**src/rtl/xcvr_pkg.sv**
```systemverilog
package xcvr_pkg;

    localparam int SEC_W_DEF = 8;
    localparam int N_SEC_DEF = 2;

    typedef struct packed {
        logic ce_n;
        logic le_n;
        logic oe_n;
    } dir_ctrl_t;

    function automatic logic ctl_transparent(dir_ctrl_t c);
        return !c.ce_n && !c.le_n;
    endfunction

    function automatic logic ctl_driving(dir_ctrl_t c);
        return !c.ce_n && !c.oe_n;
    endfunction

    function automatic logic ctl_capture(dir_ctrl_t c, logic le_prev_n);
        return !c.ce_n && (!c.le_n || !le_prev_n);
    endfunction

endpackage

```
**src/rtl/xcvr_dir_latch.sv**
```systemverilog
module xcvr_dir_latch
    import xcvr_pkg::*;
#(
    parameter int W = SEC_W_DEF
) (
    input  logic         clk,
    input  logic         rst,
    input  dir_ctrl_t    ctrl,
    input  logic [W-1:0] din,
    output logic [W-1:0] dout,
    output logic         drv
);

    logic [W-1:0] held_q;
    logic         le_prev_n_q;
    logic [W-1:0] view;

    always_ff @(posedge clk) begin
        if (rst) begin
            held_q      <= '0;
            le_prev_n_q <= 1'b1;
        end else begin
            le_prev_n_q <= ctrl.le_n;
            if (ctl_capture(ctrl, le_prev_n_q)) begin
                held_q <= din;
            end
        end
    end

    always_comb begin
        view = ctl_transparent(ctrl) ? din : held_q;
        drv  = ctl_driving(ctrl);
        dout = drv ? view : '0;
    end

endmodule

```
**src/rtl/xcvr_section.sv**
```systemverilog
module xcvr_section
    import xcvr_pkg::*;
#(
    parameter int W = SEC_W_DEF
) (
    input  logic         clk,
    input  logic         rst,
    input  dir_ctrl_t    ab_ctrl,
    input  dir_ctrl_t    ba_ctrl,
    input  logic [W-1:0] a_in,
    input  logic [W-1:0] b_in,
    output logic [W-1:0] a_out,
    output logic         a_drv,
    output logic [W-1:0] b_out,
    output logic         b_drv
);

    xcvr_dir_latch #(.W(W)) ab_i (
        .clk  (clk),
        .rst  (rst),
        .ctrl (ab_ctrl),
        .din  (a_in),
        .dout (b_out),
        .drv  (b_drv)
    );

    xcvr_dir_latch #(.W(W)) ba_i (
        .clk  (clk),
        .rst  (rst),
        .ctrl (ba_ctrl),
        .din  (b_in),
        .dout (a_out),
        .drv  (a_drv)
    );

endmodule

```
**src/rtl/xcvr_latched_dual.sv**
```systemverilog
module xcvr_latched_dual
    import xcvr_pkg::*;
#(
    parameter  int SEC_W = SEC_W_DEF,
    parameter  int N_SEC = N_SEC_DEF,
    localparam int DW    = SEC_W * N_SEC
) (
    input  logic            clk,
    input  logic            rst,
    input  logic [DW-1:0]   a_in,
    input  logic [DW-1:0]   b_in,
    input  logic [N_SEC-1:0] ce_ab_n,
    input  logic [N_SEC-1:0] le_ab_n,
    input  logic [N_SEC-1:0] oe_ab_n,
    input  logic [N_SEC-1:0] ce_ba_n,
    input  logic [N_SEC-1:0] le_ba_n,
    input  logic [N_SEC-1:0] oe_ba_n,
    output logic [DW-1:0]   a_out,
    output logic [N_SEC-1:0] a_drv,
    output logic [DW-1:0]   b_out,
    output logic [N_SEC-1:0] b_drv
);

    for (genvar s = 0; s < N_SEC; s++) begin : g_sec
        dir_ctrl_t ab_c;
        dir_ctrl_t ba_c;

        always_comb begin
            ab_c = '{ce_n: ce_ab_n[s], le_n: le_ab_n[s], oe_n: oe_ab_n[s]};
            ba_c = '{ce_n: ce_ba_n[s], le_n: le_ba_n[s], oe_n: oe_ba_n[s]};
        end

        xcvr_section #(.W(SEC_W)) sec_i (
            .clk     (clk),
            .rst     (rst),
            .ab_ctrl (ab_c),
            .ba_ctrl (ba_c),
            .a_in    (a_in[s*SEC_W +: SEC_W]),
            .b_in    (b_in[s*SEC_W +: SEC_W]),
            .a_out   (a_out[s*SEC_W +: SEC_W]),
            .a_drv   (a_drv[s]),
            .b_out   (b_out[s*SEC_W +: SEC_W]),
            .b_drv   (b_drv[s])
        );
    end

endmodule

```
**config.mk**
```make
export PLATFORM = sky130hd
export DESIGN_NAME = xcvr_latched_dual
export DESIGN_NICKNAME = d
export VERILOG_FILES = /design/src/rtl/xcvr_pkg.sv /design/src/rtl/xcvr_dir_latch.sv /design/src/rtl/xcvr_section.sv /design/src/rtl/xcvr_latched_dual.sv
export SDC_FILE = /design/constraint.sdc
export NUM_CORES = 1
export LEC_CHECK = 0
export ABC_CLOCK_PERIOD_IN_PS = 1400
export CAP_MARGIN = 25
export CORE_MARGIN = 3
export CORE_UTILIZATION = 40
export CTS_CLUSTER_DIAMETER = 40
export DETAILED_ROUTE_END_ITERATION = 8
export PLACE_DENSITY_LB_ADDON = 0.25
export SLEW_MARGIN = 20
export SYNTH_ARGS = -nofsm -noshare
export SYNTH_HDL_FRONTEND = slang
export SYNTH_SLANG_ARGS = --single-unit
```
**constraint.sdc**
```tcl
create_clock -name clk -period 1.4 [get_ports clk]
set_clock_uncertainty 0.1 [all_clocks]
set_input_delay 0.28 -clock clk [delete_from_list [all_inputs] [get_ports clk]]
set_output_delay 0.28 -clock clk [all_outputs]
set_load 0.02 [all_outputs]
```
==> results.md, run 1 <==
- The synthesized design contains 36 register bits.
- The maximum clock path buffer count is 2.
- The share of the clock period used by the worst path after layout is 98.9%.
- In this run, flip-flops and latches consume between 40% and 50% of the power.
- The worst setup path is captured at an output port.
- Setup repair after global routing could not meet its margin everywhere.
- The number of global-route vias before repair was 2017.
- The synthesized design spends more area on one cell type than any other, namely dfxtp_1.
- The total nets after synthesis is 277.
- Clock latency on the worst-skew pair, taken at its later pin, is between 0.2 and 0.3 ns.
- At the worst endpoint, the arrival time is 1.00 ns.
- The share of cells above drive strength 1 is 47.5%.
- In this run the critical register-to-register path is captured at g_sec[0].sec_i.ab_i.held_q[0].
- Once the floorplan was initialized, standard cells occupied 43.1% of the core.
- The analysis attributes to net switching a power of between 700 and 800 µW.
- The routed design could run at a clock period as short as 1.38 ns.
- For this design the static power due to leakage is roughly 1.6 nW.
- The routed design has 5590 µm of wire.
- The class of the worst hold path is in2reg.
- The cell sitting at the root of the clock tree is a clkbuf_8.
- The setup slack at placement is -0.855 ns.
- The run finished with clean final reports.
- In this run the worst setup path terminates at a_out[9].
- The largest net degree at the start of global routing is 69.
- Across all layers, the routed design uses 1915 vias.
- For this design the top-level I/O count stands at 82.
- The library cell used most frequently in the layout, excluding fill and tap cells, is nand2b_1.
- The transition time at the pin with the least slew margin is 0.231 ns.
- The max capacitance violation total is 0.
- The minimum setup slack among reg-to-reg paths is 0.38 ns.
- The number of rows in the core area is 25.
- The number of cells on the worst reg-to-reg path is 3.
- The fmax is 0.722 GHz.
- Cell internal power was estimated by the tool at 1.98 mW.
- The maximum net fanout on the critical path is 5.
- The total count of max-transition violations in the final report was 0.
- The top cell types in the final layout, fill and taps aside, are nand2b_1 (64), mux2i_1 (47), buf_4 (46), dlygate4sd2_1 (32), buf_6 (23).
- Yosys attributes the largest share of cell area to dfxtp_1 (34%), mux2i_1 (30%), nand2b_1 (19%).
- The die width is approximately 80 µm.
- In this run the power density over the cells is 744 nW/µm².
- The mapped netlist covers 2130 µm².
- The number of antenna diodes in the final layout is 0.
- VDD sags by at most between 0.6 and 0.7 mV.
- After detailed placement, the design holds a cell count of 394.
- The worst-case setup margin in the final layout is 0.0157 ns.
- Global routing used 18.2% of the available tracks.
- The worst-case headroom to the max-slew limit is between 80% and 90%.
- The count of yosys warnings during synthesis is 0.
- The count of placed standard cells in the final layout, fillers left out is a little over 400.
- The number of design rule violations left after detail routing is 0.
- The height of the die is roughly 80 µm.
- The clock group share of total power is 29.1%.
- In this run the mean area of a mapped cell was between 9 and 10 µm².
- The setup TNS is 0 ns.
- The critical path in this run is classified as in2out.
- The number of antenna violations at the first check in global routing is 0.
- In this run the number of H-tree levels came out at 2.
- Setup violations remaining at the end of the flow were counted as 0.
- The final count of hold timing violations is 0.
- The pre-antenna-repair detailed-routing pass consisted of 4 iterations.
- The global-route wire length before repair is 9260 µm.
- The most critical setup path has its startpoint at le_ba_n[1].
- Routability-driven placement finished with a final weighted congestion of 0.687.
- The area share of the largest cell type after synthesis is between 30 and 40%.
- The quantity of I/O buffers inserted on ports is 81.
- At the end of the flow, the number of nets in the layout was 391.
- STA puts the critical path data required time at 1.02 ns.
- The core area is ~5000 µm².
- The placed wire-length estimate is 3590 µm.
- The clock tree from TritonCTS is yes.
- The TritonCTS buffer count is 5.
- The starting DRC count in detailed routing is 26.
- The sequential cell area fraction in the yosys report is 33.8%.
- The average via count per standard cell is 4.65.
- After technology mapping, the gate count stands at 231.
- The number of clock sinks seen by CTS is 36.
- The clock slew at the register clock pins of the worst setup and hold paths is 0.07 ns.
- From synthesis to final layout, the design area changed by 72.8%.
- The leftover overflow at the end of global routing is 0.
- The startpoint identified for the worst register-to-register timing path is g_sec[0].sec_i.ab_i.le_prev_n_q.
- The count of hold buffers inserted by post-cts repair is 0.
- Of the total power, combinational logic draws between 20% and 30%.
- The overall die area is 6240 µm².
- STA classifies the critical path startpoint as an input pin.
- The routed length per placed instance is 13.6 µm.
- The switching fraction of total power is 27.7%.
- In this run, distinct cell masters in the synthesized netlist total 10.
- The number of nets with antenna violations after routing is 0.
-- power groups by stage --
| stage | Combinational (mW) | Sequential [mW] | Clock [mW] |
|---|---|---|---|
| after detailed placement | 0.674 | 1.14 | 0 |
| after global routing | 0.864 | 1.14 | 0.869 |
| after global placement | 0.665 | 1.14 | 0 |
| final | 0.805 | 1.14 | 0.797 |
| after CTS | 0.748 | 1.13 | 0.819 |
| after floorplan | 0.343 | 1.13 | 0 |
-- flip-flops by register name, summed over array words and instances, names as in the netlist --
signal                        cells
g_sec.sec_i.ab_i.le_prev_n_q      2
g_sec.sec_i.ba_i.held_q          16
g_sec.sec_i.ba_i.le_prev_n_q      2
g_sec.sec_i.ab_i.held_q          16
-- critical path, cell delays in order --
cell	delay, ns
buf_4	0.14
buf_12	0.15
mux2i_4	0.19
nor2_4	0.12
buf_6	0.12
-- cells in the mapped netlist (all sizes together) --
cell type	instances
nor2	32
or2	8
nand2b	64
dfxtp	36
mux2i	64
buf	9
a21oi	4
clkbuf	10
inv	4
-- per-stage QoR --
stage / hold slack [ns] / instance area [µm²] / total power [mW] / util (%)
after floorplan: 0.335 / 2130 / 1.48 / -
after global placement: 0.359 / 3210 / 1.80 / 65.0
after detailed placement: 0.366 / 3210 / 1.82 / 65.0
after CTS: 0.233 / 3510 / 2.69 / 71.1
after global routing: 0.271 / 3680 / 2.88 / 74.5
final: 0.261 / 3680 / 2.74 / 74.5
-- cell type report --
type                    instances  area [µm²]
repair buffers                122        1100
flip-flops and latches         36         743
clock buffers                   7        96.3
fillers                       370        1260
well taps                      67        83.8
multi-input cells             176        1650
inverters                       4        15.0
-- cell families after synthesis --
logic type	synth area share, %
compound gates	3.05
buf+inv	6.34
flops	33.8
mux	30.0
simple gates	26.8
-- layer usage --
layer	routed length, µm	share of wire [%]	vias up	global-route usage [%]
li1	-	-	984	-
met1	2470	44	871	22.9
met2	2760	49	53	31.0
met3	299	5.4	7	4.31
met4	65	1.2	0	5.50
met5	0	0	-	0
-- timing repair --
item | in CTS | in global routing
setup buffers | 3 | 2
gates resized for setup | 324 | 51
cloned | 6 | 0
setup endpoints to repair | 36 | 23
pin swaps | 26 | 11
-- how the worst min path moves through the flow --
stage	startpoint	to	slack [ns]	cells past startpoint
floorplan	a_in[7]	g_sec[0].sec_i.ab_i.held_q[7]	0.33	2
global placement	g_sec[0].sec_i.ba_i.held_q[1]	g_sec[0].sec_i.ba_i.held_q[1]	0.36	2
detailed placement	g_sec[0].sec_i.ab_i.held_q[7]	g_sec[0].sec_i.ab_i.held_q[7]	0.37	2
CTS	le_ab_n[1]	g_sec[1].sec_i.ab_i.le_prev_n_q	0.23	3
global route	le_ab_n[1]	g_sec[1].sec_i.ab_i.le_prev_n_q	0.27	3
finish	le_ab_n[1]	g_sec[1].sec_i.ab_i.le_prev_n_q	0.26	3
Power figures use the tool's default switching activity.
==> run 2, diff against run 1 <==
--- a/config.mk
+++ b/config.mk
@@ -7,6 +7,7 @@
 export LEC_CHECK = 0
 export ABC_CLOCK_PERIOD_IN_PS = 1400
 export CAP_MARGIN = 25
+export CORE_ASPECT_RATIO = 0.75
 export CORE_MARGIN = 3
 export CORE_UTILIZATION = 40
 export CTS_CLUSTER_DIAMETER = 40
==> results.md, run 2 (synthesis gave the netlist of run 1 again) <==
- The run finished with clean final reports.
- Summed over all layers, the routed wires come to 5580 µm.
- For the pin with the worst max-slew slack, the measured transition is 0.222 ns.
- After detailed routing, the number of vias per cell comes to 4.61.
- For this block, the via count after detailed routing is around 1900.
- The worst hold-check slack is roughly 0.27 ns.
- The number of antenna violations at the first check in global routing was 0.
- In the routed design, unresolved DRC markers number 0.
- After the last flow step, the layout net total stands at 383.
- Clock-pin slew was measured on the worst setup and hold paths at 0.07 ns.
- Compared with the post-synthesis result, the final layout area differs by 70.1%.
- The total count of max-transition violations in the final report is 0.
- The total global-route track usage is 17.7%.
- The final setup violation count is 0.
- Global routing finished with a remaining overflow of 0.
- Across the VDD grid, the largest voltage drop is between 0.4 and 0.5 mV.
- The tightest min-delay check is of the in2reg type.
- The hold path startpoint is le_ba_n[1].
- The die covers roughly 6300 µm².
- The clock tree from TritonCTS is yes.
- In this run, CTS created clock tree buffers numbering 5.
- The quantity of I/O buffers inserted on ports is 81.
- The max capacitance violation total is 0.
- The final count of hold timing violations is 0.
- The share of the clock period used by the worst path after layout is 98.0%.
- Summed over all cells, the static leakage comes to between 1.5 and 2 nW.
- The clock passes through at most 2 buffers.
- The count of hold buffers inserted by post-cts repair is 0.
- The boundary pin count is 82.
- The depth of the worst hold-timing path is 3.
- The commonest non-fill, non-tap cell in the layout is nand2b_1.
- STA classifies the critical path startpoint as an input pin.
- For this design, the sink count on the clock tree is 36.
- Of all nets on the critical path, the largest fanout is 5.
- The number of nets with antenna violations after routing is 0.
- The worst hold path terminates at g_sec[1].sec_i.ba_i.le_prev_n_q.
- The fmax is around 0.73 GHz.
- The final estimated routing congestion in global placement is 0.729.
- The number of global-route vias before repair is 1972.
- For the worst setup path, the data arrival time is approximately 0.99 ns.
- The die is around 69 µm tall.
- For this block, the initial DRC count from the detailed router was 52.
- The repair_antennas step left the layout with diodes totalling 0.
- The core region is 5010 µm².
- The critical path in this run is classified as in2out.
- The endpoint of the worst register-to-register path is g_sec[1].sec_i.ba_i.held_q[3].
- Entering global routing, the biggest net connects 69 pins.
- For the worst flop-to-flop path, the logic depth is 3.
- Once the floorplan was initialized, standard cells occupied between 40 and 50% of the core.
- Of the cells placed in the final design, the portion with a size suffix greater than 1 is 42.3%.
- Traced cell by cell, the critical path runs through buf_4 -> buf_12 -> mux2i_2 -> nor2_4 -> buf_6.
- The later pin in the worst-skew pair is clocked with a latency of 0.28 ns.
- The top cell types in the final layout, fill and taps aside, are nand2b_1 (64), mux2i_1 (49), buf_4 (42), dlygate4sd2_1 (32), dfxtp_1 (22).
- The die width is approximately 90 µm.
- The initialized floorplan defines 22 standard-cell rows.
- The placed wire-length estimate is around 3500 µm.
- The slowest stage of the critical path belongs to the cell mux2i_2.
- The global-route wire length before repair is 9270 µm.
- The worst setup path is captured at an output port.
- In this run the critical register-to-register path is launched from g_sec[1].sec_i.ba_i.le_prev_n_q.
- Counting I/O delays and the setup requirement, the final critical path takes 1.37 ns.
- The pre-antenna-repair detailed-routing pass consisted of 4 iterations.
- For this run, the slowest stage of the critical path takes roughly 0.27 ns.
- The buffer type at the clock tree root is clkbuf_8.
- The total power divided by cell area is 743 nW/µm².
- Cells fill 72.4% of the core in the end.
- For the worst setup path, the data required time is 1.02 ns.
- The clock tree synthesis step divided the H-tree into 2 levels.
- The routed length per placed instance is around 14 µm.
- The largest registers in the layout are g_sec.sec_i.ab_i.held_q (16), g_sec.sec_i.ba_i.held_q (16).
- In this run the register-to-register setup slack is 0.38 ns.
- The worst-case headroom to the max-slew limit is 84.9%.
- The number of fillers in the final layout is 394.
[run 2: worst max-delay path by stage]
stage | slack (ns) | depth (start not counted) | startpoint | end
3_5_place_dp | -0.81 | 4 | ce_ba_n[1] | a_out[14]
3_3_place_gp | -0.83 | 4 | ce_ba_n[1] | a_out[11]
2_1_floorplan | 0.04 | 3 | oe_ba_n[0] | a_out[0]
4_1_cts | 0.002 | 4 | oe_ab_n[1] | b_out[9]
6_report | 0.03 | 5 | le_ba_n[0] | a_out[2]
5_1_grt | -0.009 | 3 | g_sec[0].sec_i.ab_i.held_q[0] | b_out[0]
[run 2: through the flow]
step	area [µm²]	total power, mW	std cells	TNS, ns	setup slack, ns
5_1_grt	3630	2.81	410	-0.0224	-0.00861
4_1_cts	3520	2.68	410	0	0.00197
2_1_floorplan	2130	1.48	231	0	0.0411
3_5_place_dp	3220	1.82	393	-33.20	-0.810
6_report	3630	2.69	410	0	0.0274
3_3_place_gp	3220	1.81	393	-31.92	-0.826
[run 2: worst max-delay path: cells and delay by family]
kind	cells	cell delay, ns
mux	1	0.27
buf+inv	3	0.40
simple gates	1	0.04
[run 2: area by class of cell]
| cell class | count | area (µm²) | share of cell area [%] |
|---|---|---|---|
| Sequential cell | 36 | 738 | 20.4 |
| Clock buffer | 8 | 90.1 | 2.48 |
| Inverter | 4 | 15.0 | 0.414 |
| Tap cell | 72 | 90.1 | 2.48 |
| Multi-Input combinational cell | 176 | 1600 | 44.2 |
| Timing Repair Buffer | 114 | 1090 | 30.0 |
[run 2: routing by layer]
layer	up-vias	GRT usage (%)	part of all wire [%]
li1	968	-	-
met1	869	22.2	47
met2	49	30.0	47
met3	4	5.42	5.5
met4	0	4.07	0.59
met5	-	0	0
[run 2: what timing repair did]
action | 4_1_cts | 5_1_grt
pin swaps | 21 | 11
cloned | 7 | 0
setup buffers | 2 | 0
resized for setup | 313 | 44
setup endpoints to repair | 36 | 25
[run 2: report_power, final]
| part | internal, mW | switching [mW] | total [mW] | leakage [nW] |
|---|---|---|---|---|
| sequential | 1.09 | 0.0468 | 1.14 | 0.302 |
| combinational | 0.445 | 0.348 | 0.793 | 1.21 |
| clock | 0.402 | 0.362 | 0.764 | 0.0455 |
| total | 1.94 | 0.756 | 2.69 | 1.56 |
==> run 3, diff against run 2 <==
--- a/config.mk
+++ b/config.mk
@@ -5,7 +5,7 @@
 export SDC_FILE = /design/constraint.sdc
 export NUM_CORES = 1
 export LEC_CHECK = 0
-export ABC_CLOCK_PERIOD_IN_PS = 1400
+export ABC_CLOCK_PERIOD_IN_PS = 1700
 export CAP_MARGIN = 25
 export CORE_ASPECT_RATIO = 0.75
 export CORE_MARGIN = 3
==> constraint.sdc (replaced) <==
create_clock -name clk -period 1.7 [get_ports clk]
set_clock_uncertainty 0.1 [all_clocks]
set_input_delay 0.34 -clock clk [delete_from_list [all_inputs] [get_ports clk]]
set_output_delay 0.34 -clock clk [all_outputs]
set_load 0.02 [all_outputs]
==> results.md, run 3 (synthesis gave the netlist of run 1 again) <==
- From synthesis to final layout, the design area changed by 53.6%.
- The first detailed-routing pass ran for 4 iterations.
- The total count of max-transition violations in the final report is 0.
- The final layout contains routed wiring with a total length of between 5000 and 6000 µm.
- The repair_antennas step left the layout with diodes totalling 0.
- In the routed layout, each cell is associated on average with a via count of 4.55.
- The category of the most critical setup path is in2out.
- The max capacitance violation total is 0.
- Detailed placement finished with a half-perimeter wire length of 3270 µm.
- After detailed routing, the average wire length per cell comes to 12.5 µm.
- The worst voltage drop across the vdd grid is 0.528 mV.
- The setup slack at placement is -0.618 ns.
- The run finished with clean final reports.
- The post-layout net count is approximately 370.
- The CTS H-tree depth is 2.
- For this run, the total global-route usage over all layers was measured as 16.7%.
- The fmax is 0.599 GHz.
- The number of design rule violations left after detail routing is 0.
- In this run, the number of DRC markers left after iteration 0 of detailed routing was 53.
- The commonest non-fill, non-tap cell in the layout is nand2b_1.
- The share of cells above drive strength 1 is about 27%.
- The final count of hold timing violations was 0.
- The TritonCTS buffer count is 5.
- The count of buffers added on input and output ports is 81.
- The leakage power figure is 1.49 nW.
- The instance area at placement is approximately 3100 µm².
- The clock tree from TritonCTS is yes.
- The class of the worst hold path is reg2reg.
- The tree is rooted in a clkbuf_8.
- The clock slew at the register clock pins of the worst setup and hold paths is 0.07 ns.
- The worst path uses 98.2% of the clock period.
- The floorplan step set the die height to 69.2 µm.
- Counting instances, the worst hold path has a depth of 2.
- For the final routed database, the setup TNS stands at 0 ns.
- The largest registers in the layout are g_sec.sec_i.ab_i.held_q (16), g_sec.sec_i.ba_i.held_q (16).
- The leftover overflow at the end of global routing is 0.
- Power spread over the standard cell area amounts to 650 nW/µm².
- Once detail routing completed, the nets flagged for antenna violations numbered 0.
- The number of vias after detailed routing is between 1500 and 2000.
- Entering global routing, the biggest net connects 69 pins.
- The number of rows in the core area is 22.
- Registers take 721 µm².
- Setup repair after global routing left no endpoint under its margin.
- The core region is 5010 µm².
- The initial utilization of the core area, before any placement, comes to 42.6%.
- The minimum setup slack among reg-to-reg paths is 0.64 ns.
- The launching instance or port of the critical path is a_in[12].
- Data arrives at the worst endpoint at 1.23 ns.
- In the final layout, the multi-input gates occupy roughly 1400 µm².
- The capturing element type of the critical path is an output port.
- The post-layout instance area is between 3000 and 4000 µm².
- The most critical setup path has its endpoint at b_out[12].
- Of all nets on the critical path, the largest fanout is 2.
- The die width is approximately 90 µm.
- The layout has 428 filler cells.
- The final estimated routing congestion in global placement is around 0.7.
- For the worst-skew pair, the clock arrives at the later sink with an insertion delay of between 0.2 and 0.3 ns.
- The required time reported for the critical path endpoint is 1.26 ns.
- The die covers 6250 µm².
- Counting cells, the worst reg-to-reg path comes to 2.
- The transition time at the pin with the least slew margin is 0.379 ns.
- The count of hold buffers inserted by post-cts repair is 0.
- The number of global-route vias before repair was 1868.
- In the layout the commonest cells are nand2b_1 (64), mux2i_1 (62), dfxtp_1 (36), clkdlybuf4s50_1 (33), nor2_1 (28).
- The maximum clock path buffer count is 2.
- The number of clock sinks seen by CTS is 36.
- The number of antenna violations at the first check in global routing was 0.
- STA classifies the critical path startpoint as an input pin.
- The boundary pin count is just over 80.
- The worst-case setup margin in the final layout is between 0.03 and 0.04 ns.
- The final setup violation count is 0.
- The global-route wire length before repair is 8820 µm.
- Headroom to the max-slew limit came out at 74.7%.
- The endpoint of the worst register-to-register path is g_sec[1].sec_i.ab_i.held_q[1].
- After layout, the minimum clock period comes to 1.67 ns.
- In this run the critical register-to-register path is launched from g_sec[1].sec_i.ab_i.le_prev_n_q.
-- run 3: worst max-delay path: stages --
cell and delay, ns:
clkdlybuf4s50_1 0.44, mux2i_1 0.25, nor2_4 0.07, buf_6 0.13
-- run 3: power breakdown --
group	internal, mW	total [mW]	switching [mW]	leakage (nW)
registers	0.894	0.923	0.0281	0.296
clock network	0.361	0.645	0.284	0.0503
logic	0.326	0.562	0.236	1.14
-- run 3: cell type report --
class	instances	share of cell area (%)
multi-input cells	176	41.7
flip-flops and latches	36	22.0
well taps	72	2.75
repair buffers	105	30.2
clock buffers	7	2.94
inverters	4	0.458
-- run 3: how the worst min path moves through the flow --
stage,endpoint,startpoint,slack (ns)
after global placement,g_sec[1].sec_i.ab_i.held_q[7],g_sec[1].sec_i.ab_i.held_q[7],0.36
final,g_sec[1].sec_i.ab_i.held_q[6],g_sec[1].sec_i.ab_i.held_q[6],0.37
after CTS,g_sec[1].sec_i.ab_i.held_q[6],g_sec[1].sec_i.ab_i.held_q[6],0.38
after floorplan,g_sec[0].sec_i.ab_i.held_q[0],g_sec[0].sec_i.ab_i.held_q[0],0.35
after global routing,g_sec[1].sec_i.ab_i.held_q[0],g_sec[1].sec_i.ab_i.held_q[0],0.39
after detailed placement,g_sec[1].sec_i.ba_i.held_q[1],g_sec[1].sec_i.ba_i.held_q[1],0.37
-- run 3: routing by layer --
layer | global-route usage (%) | vias up | routed length, µm
met5 | 0 | - | 0
met2 | 24.8 | 50 | 2130
met4 | 3.57 | 0 | 14
li1 | - | 946 | -
met3 | 4.66 | 2 | 287
met1 | 24.2 | 823 | 2570
-- run 3: metrics by stage --
| step | cells | util (%) | power (mW) | hold slack, ns |
|---|---|---|---|---|
| final | 400 | 65.4 | 2.13 | 0.372 |
| after floorplan | 231 | - | 1.22 | 0.348 |
| after detailed placement | 385 | 62.6 | 1.47 | 0.366 |
| after global placement | 385 | 62.6 | 1.47 | 0.359 |
| after global routing | 400 | 65.4 | 2.24 | 0.387 |
| after CTS | 400 | 65.3 | 2.16 | 0.379 |
-- run 3: what timing repair did --
action                                  in CTS  in global routing
endpoints found under the hold margin        0                  0
endpoints found under the setup margin      36                 12
pin swaps                                    6                  0
setup buffers                                1                  0
gates resized for setup                    186                 10
gates cloned                                 7                  0
